$ cat src/rtl/tw_cfg_pkg.sv
package tw_cfg_pkg;
    localparam int SR_W      = 24;
    localparam int LONG_W    = SR_W - 1;
    localparam int SHORT_W   = 11;
    localparam int SYNC_DEPTH = 2;

    typedef enum logic [1:0] {
        ST_IDLE  = 2'd0,
        ST_SHIFT = 2'd1,
        ST_LOAD  = 2'd2
    } tw_state_e;
endpackage

$ cat src/rtl/tw_sync.sv
module tw_sync #(
    parameter int WIDTH  = 3,
    parameter int STAGES = 2,
    parameter logic [WIDTH-1:0] RST_VAL = '0
) (
    input  logic             clk,
    input  logic             rst_n,
    input  logic [WIDTH-1:0] d,
    output logic [WIDTH-1:0] q
);
    logic [STAGES-1:0][WIDTH-1:0] chain;

    always_ff @(posedge clk or negedge rst_n) begin
        if (!rst_n) begin
            for (int s = 0; s < STAGES; s++) chain[s] <= RST_VAL;
        end else begin
            chain[0] <= d;
            for (int s = 1; s < STAGES; s++) chain[s] <= chain[s-1];
        end
    end

    assign q = chain[STAGES-1];
endmodule

$ cat src/rtl/tw_shift.sv
module tw_shift #(
    parameter int WIDTH = 24
) (
    input  logic             clk,
    input  logic             rst_n,
    input  logic             shift_en,
    input  logic             din,
    output logic [WIDTH-1:0] sr
);
    always_ff @(posedge clk or negedge rst_n) begin
        if (!rst_n)        sr <= '0;
        else if (shift_en) sr <= {sr[WIDTH-2:0], din};
    end

    assert_shift_hold_R2: assert property (@(posedge clk) disable iff (!rst_n)
        !shift_en |=> $stable(sr));
endmodule

$ cat src/rtl/tw_ctrl.sv
module tw_ctrl
    import tw_cfg_pkg::*;
(
    input  logic      clk,
    input  logic      rst_n,
    input  logic      en_hi,
    input  logic      bit_rise,
    output logic      shift_en,
    output logic      commit,
    output tw_state_e state
);
    tw_state_e nxt;

    always_ff @(posedge clk or negedge rst_n) begin
        if (!rst_n) state <= ST_IDLE;
        else        state <= nxt;
    end

    always_comb begin
        nxt = state;
        unique case (state)
            ST_IDLE:  if (!en_hi) nxt = ST_SHIFT;
            ST_SHIFT: if (en_hi)  nxt = ST_LOAD;
            ST_LOAD:              nxt = ST_IDLE;
            default:              nxt = ST_IDLE;
        endcase
    end

    always_comb begin
        shift_en = 1'b0;
        commit   = 1'b0;
        unique case (state)
            ST_IDLE:  ;
            ST_SHIFT: shift_en = !en_hi && bit_rise;
            ST_LOAD:  commit   = 1'b1;
            default:  ;
        endcase
    end

    assert_load_once_R8: assert property (@(posedge clk) disable iff (!rst_n)
        (state == ST_LOAD) |=> (state == ST_IDLE));
    assert_shift_exit_R8: assert property (@(posedge clk) disable iff (!rst_n)
        (state == ST_SHIFT && en_hi) |=> (state == ST_LOAD));
endmodule

$ cat src/rtl/tw_cfg_port.sv
module tw_cfg_port
    import tw_cfg_pkg::*;
(
    input  logic       clk,
    input  logic       rst_n,
    input  logic       bus_clk,
    input  logic       bus_data,
    input  logic       bus_en,
    output logic [1:0] ref_div_sel,
    output logic [4:0] swallow_cnt,
    output logic [1:0] main_div_sel,
    output logic       vco_band,
    output logic       test_aux,
    output logic       gauss_en,
    output logic       comp_en,
    output logic [2:0] gauss_dev,
    output logic [2:0] vco_trim,
    output logic [2:0] cp_trim,
    output logic [4:0] demod_trim,
    output logic [2:0] comp_gain,
    output logic [2:0] test_sel
);
    localparam int IDX_CLK = 0;
    localparam int IDX_DAT = 1;
    localparam int IDX_EN  = 2;

    logic [2:0]         sync_q;
    logic               bclk_prev;
    logic               bit_rise;
    logic               shift_en;
    logic               commit;
    tw_state_e          state;
    logic [SR_W-1:0]    sr;
    logic [LONG_W-1:0]  long_q;
    logic [SHORT_W-1:0] short_q;

    tw_sync #(.WIDTH(3), .STAGES(SYNC_DEPTH), .RST_VAL(3'b100)) u_sync (
        .clk(clk), .rst_n(rst_n),
        .d({bus_en, bus_data, bus_clk}),
        .q(sync_q)
    );

    always_ff @(posedge clk or negedge rst_n) begin
        if (!rst_n) bclk_prev <= 1'b0;
        else        bclk_prev <= sync_q[IDX_CLK];
    end
    assign bit_rise = sync_q[IDX_CLK] & ~bclk_prev;

    tw_ctrl u_ctrl (
        .clk(clk), .rst_n(rst_n),
        .en_hi(sync_q[IDX_EN]), .bit_rise(bit_rise),
        .shift_en(shift_en), .commit(commit), .state(state)
    );

    tw_shift #(.WIDTH(SR_W)) u_shift (
        .clk(clk), .rst_n(rst_n),
        .shift_en(shift_en), .din(sync_q[IDX_DAT]), .sr(sr)
    );

    always_ff @(posedge clk or negedge rst_n) begin
        if (!rst_n) begin
            long_q  <= '0;
            short_q <= '0;
        end else if (commit) begin
            if (sr[0]) long_q  <= sr[SR_W-1:1];
            else       short_q <= sr[SHORT_W:1];
        end
    end

    assign ref_div_sel  = long_q[22:21];
    assign swallow_cnt  = long_q[20:16];
    assign main_div_sel = long_q[15:14];
    assign vco_band     = long_q[13];
    assign test_aux     = long_q[11];
    assign gauss_en     = long_q[10];
    assign comp_en      = long_q[9];
    assign gauss_dev    = long_q[8:6];
    assign vco_trim     = long_q[5:3];
    assign cp_trim      = long_q[2:0];
    assign demod_trim   = short_q[10:6];
    assign comp_gain    = short_q[5:3];
    assign test_sel     = short_q[2:0];

    assert_long_load_R3: assert property (@(posedge clk) disable iff (!rst_n)
        (commit && sr[0]) |=> (long_q == $past(sr[SR_W-1:1])));
    assert_long_hold_R4: assert property (@(posedge clk) disable iff (!rst_n)
        (commit && !sr[0]) |=> $stable(long_q));
    assert_quiet_R7: assert property (@(posedge clk) disable iff (!rst_n)
        !commit |=> ($stable(long_q) && $stable(short_q)));
    assert_idle_no_shift_R2: assert property (@(posedge clk) disable iff (!rst_n)
        (state == ST_IDLE) |=> $stable(sr));
endmodule

$ cat config.mk
export PLATFORM = sky130hd
export DESIGN_NAME = tw_cfg_port
export DESIGN_NICKNAME = d
export VERILOG_FILES = /design/src/rtl/tw_cfg_pkg.sv /design/src/rtl/tw_sync.sv /design/src/rtl/tw_shift.sv /design/src/rtl/tw_ctrl.sv /design/src/rtl/tw_cfg_port.sv
export SDC_FILE = /design/constraint.sdc
export NUM_CORES = 1
export LEC_CHECK = 0
export BUFFER_PORTS_ARGS = -buffer_cell sky130_fd_sc_hd__buf_2
export CORE_ASPECT_RATIO = 1.2
export CORE_MARGIN = 2
export CORE_UTILIZATION = 45
export DETAILED_ROUTE_END_ITERATION = 8
export GPL_TIMING_DRIVEN = 0
export MAX_ROUTING_LAYER = met4
export PLACE_DENSITY = 0.78
export RECOVER_POWER = 25
export SLEW_MARGIN = 5
export SYNTH_ARGS = -nofsm -noshare
export SYNTH_HDL_FRONTEND = slang
export SYNTH_SLANG_ARGS = --single-unit
$ cat constraint.sdc
create_clock -name clk -period 1.9 [get_ports clk]
set_input_delay 0.095 -clock clk [delete_from_list [all_inputs] [get_ports clk]]
set_output_delay 0.095 -clock clk [all_outputs]
set_load 0.1 [all_outputs]
==> out/results.tsv <==
metric	value	unit
status	completed	
syn_to_final_growth	19.8	%
grt_pass1_wl	6.50	mm
period_share	0.790	
route.detailed.drc	0	
cts_buffers	9	
grt_pass1_vias	1325	
synth-warning-count	0	
fin_skew	3.90	ps
cp-endpoint	u_shift.sr[5]	
tightest_slew	799	ps
synthXorXnorAreaFrac	0	
io_buffer_count	37	
r2r_setup_slack	400	ps
start_kind	flop	
drive_gt1_frac	0.604	
muxShareOfSynthArea	0.289	
crit_required	2120	ps
antenna_found_initial	0	
htreeDepth	3	
cts-root-buf	clkbuf_8	
critPathBufInv	2	
worstReg2RegStart	u_sync.q[2]	
peakVddDrop	606	uV
yosysTopAreaCell	dfrtp_1	
yosys.area.top_type_share	0.645	
cp.depth	5	
first_iter_violations	37	
dieArea	6130	um^2
slew_viol_final	0	
yosysUniqueCellTypes	13	
synth_fa_ha_area_frac	0	
path_class	flop to flop	
rsz0062_at_grt	no	
cts_tree	built	
dp_hpwl	2.41	mm
netlist_area	2480	um^2
cts.repair.resized	0	
clk_path_buf_depth	2	
hold_class	flop to flop	
fmax	666	MHz
grt_max_degree	67	
ant_nets	0	
final_nets	192	
arrival	1720	ps
postSynthCellCount	135	
die_h	85.4	um
io_pins	38	
powerDensity	1070	nW/um^2
leakagePower	0.00158	uW
core	5300	um^2
overflow	0	
wl_per_cell	14.9	um
slowest_stage	dfstp_1	
critPathMaxFanout	10	
worstRegToRegCells	5	
synthSimpleGateAreaFrac	0.0171	
power.total	3180	uW
synth_top_family_by_area	multiplexers	
max_stage_delay	550	ps
endpoint_kind	flop	
start_util	0.469	
dr.pass1.iters	3	
cts.clk_slew.worst_paths	70	ps
cts_sinks	66	
rows	29	
ys_ff_latch	66	
yosysSeqAreaShare	0.666	
rr_endpoint	u_shift.sr[5]	
final-setup-viol-count	0	
fin_crit	1500	ps
cp_cell_sequence	nor2_1, and4b_1, buf_6, buf_12, mux2_4	
antennaDiodeCount	0	
worst_hold_slack	353	ps
synth.area.top_cells	dfrtp_1 65%, mux2_2 17%, mux2_4 12%, dfstp_2 2.1%, buf_12 1.6%	
fin_tns_setup	0	ps
place_congestion	0.736	
track_usage	0.146	
max_slew_margin	0.467	
cp-startpoint	u_sync.q[2]	
insertion_delay	330	ps
vias_per_cell	4.97	
hold_viol	0	
avgSynthCellArea	18.4	um^2
vias	1262	
fp.dieW	71.8	um
maxCapViolCount	0	
path_delay_family	flip-flops	
drt_wl_total	3.77	mm
synth_compound_area_frac	0	
synth_fp_nets	140	
## metrics by stage
stage	instance area (um^2)	std cells	setup WS (ps)	utilization
after floorplan	2480	135	477	-
after global placement	2750	234	438	0.518
after detailed placement	2750	234	414	0.519
after CTS	2970	254	404	0.561
after global routing	2970	254	310	0.561
final	2970	254	398	0.561
## how the worst min path moves through the flow
| stage | startpoint | endpoint | slack [ps] | cells past startpoint |
|---|---|---|---|---|
| after floorplan | rst_n | bclk_prev | -200 | 0 |
| after CTS | u_sync.chain[0] | u_sync.q[0] | 360 | 0 |
| final | u_sync.chain[0] | u_sync.q[0] | 350 | 0 |
| after global routing | u_sync.chain[0] | u_sync.q[0] | 360 | 0 |
| after global placement | bus_en | u_sync.chain[2] | 200 | 1 |
| after detailed placement | bus_en | u_sync.chain[2] | 200 | 1 |
## Yosys cell counts
cell type  count
and3b_2        1
and4b_1        1
buf_12         2
buf_2          2
buf_4          1
buf_6          1
dfrtp_1       64
dfstp_2        2
mux2_2        37
mux2_4        20
nand3b_1       1
nor2_1         2
nor3b_1        1
## power breakdown
part	switching, uW	leakage (uW)	internal (uW)
registers	61.7	0.000893	1490
clock network	501	0.0000893	602
logic	394	0.000600	131
total	957	0.00158	2220
## state kept, by name, indices dropped and copies added, names as in the netlist
register,cells
u_shift.sr,24
bclk_prev,1
u_ctrl.state,2
u_sync.chain,3
long_q,22
short_q,11
u_sync.q,3
## layout make-up
class                   count  area (um^2)
plain buffers               6         68.8
flip-flops and latches     66         1650
well taps                  62         77.6
multi-input cells          63          759
fillers                   434         2320
clock buffers              11          131
repair buffers             41          228
clock inverters             5         55.1
## layout by cell type, fill, tap and decap left out, drive strengths merged
cell         instances
and3b                1
and4b                1
buf                 43
bufinv               1
clkbuf              11
clkinv               2
clkinvlp             2
dfrtp               64
dfstp                2
dlygate4sd3          4
mux2                57
nand3b               1
nor2                 2
nor3b                1
## routing by layer
layer  global-route usage  part of all wire  vias to the layer above
met4               0.0772             0.021                        0
met5                    -                 0                        -
met2                0.204              0.44                       39
li1                     -                 -                      576
met3               0.0475             0.050                        9
met1                0.190              0.49                      638
## kinds of logic after synthesis
logic type	after synthesis
muxes	57
buffers and inverters	6
DFF	66
and+or+nand+nor	6
## what timing repair did
item	4_1_cts	5_1_grt
setup endpoints to repair	0	0
hold buffers	4	0
endpoints found under the hold margin	67	0
setup buffers	0	0
Power figures use the tool's default switching activity.
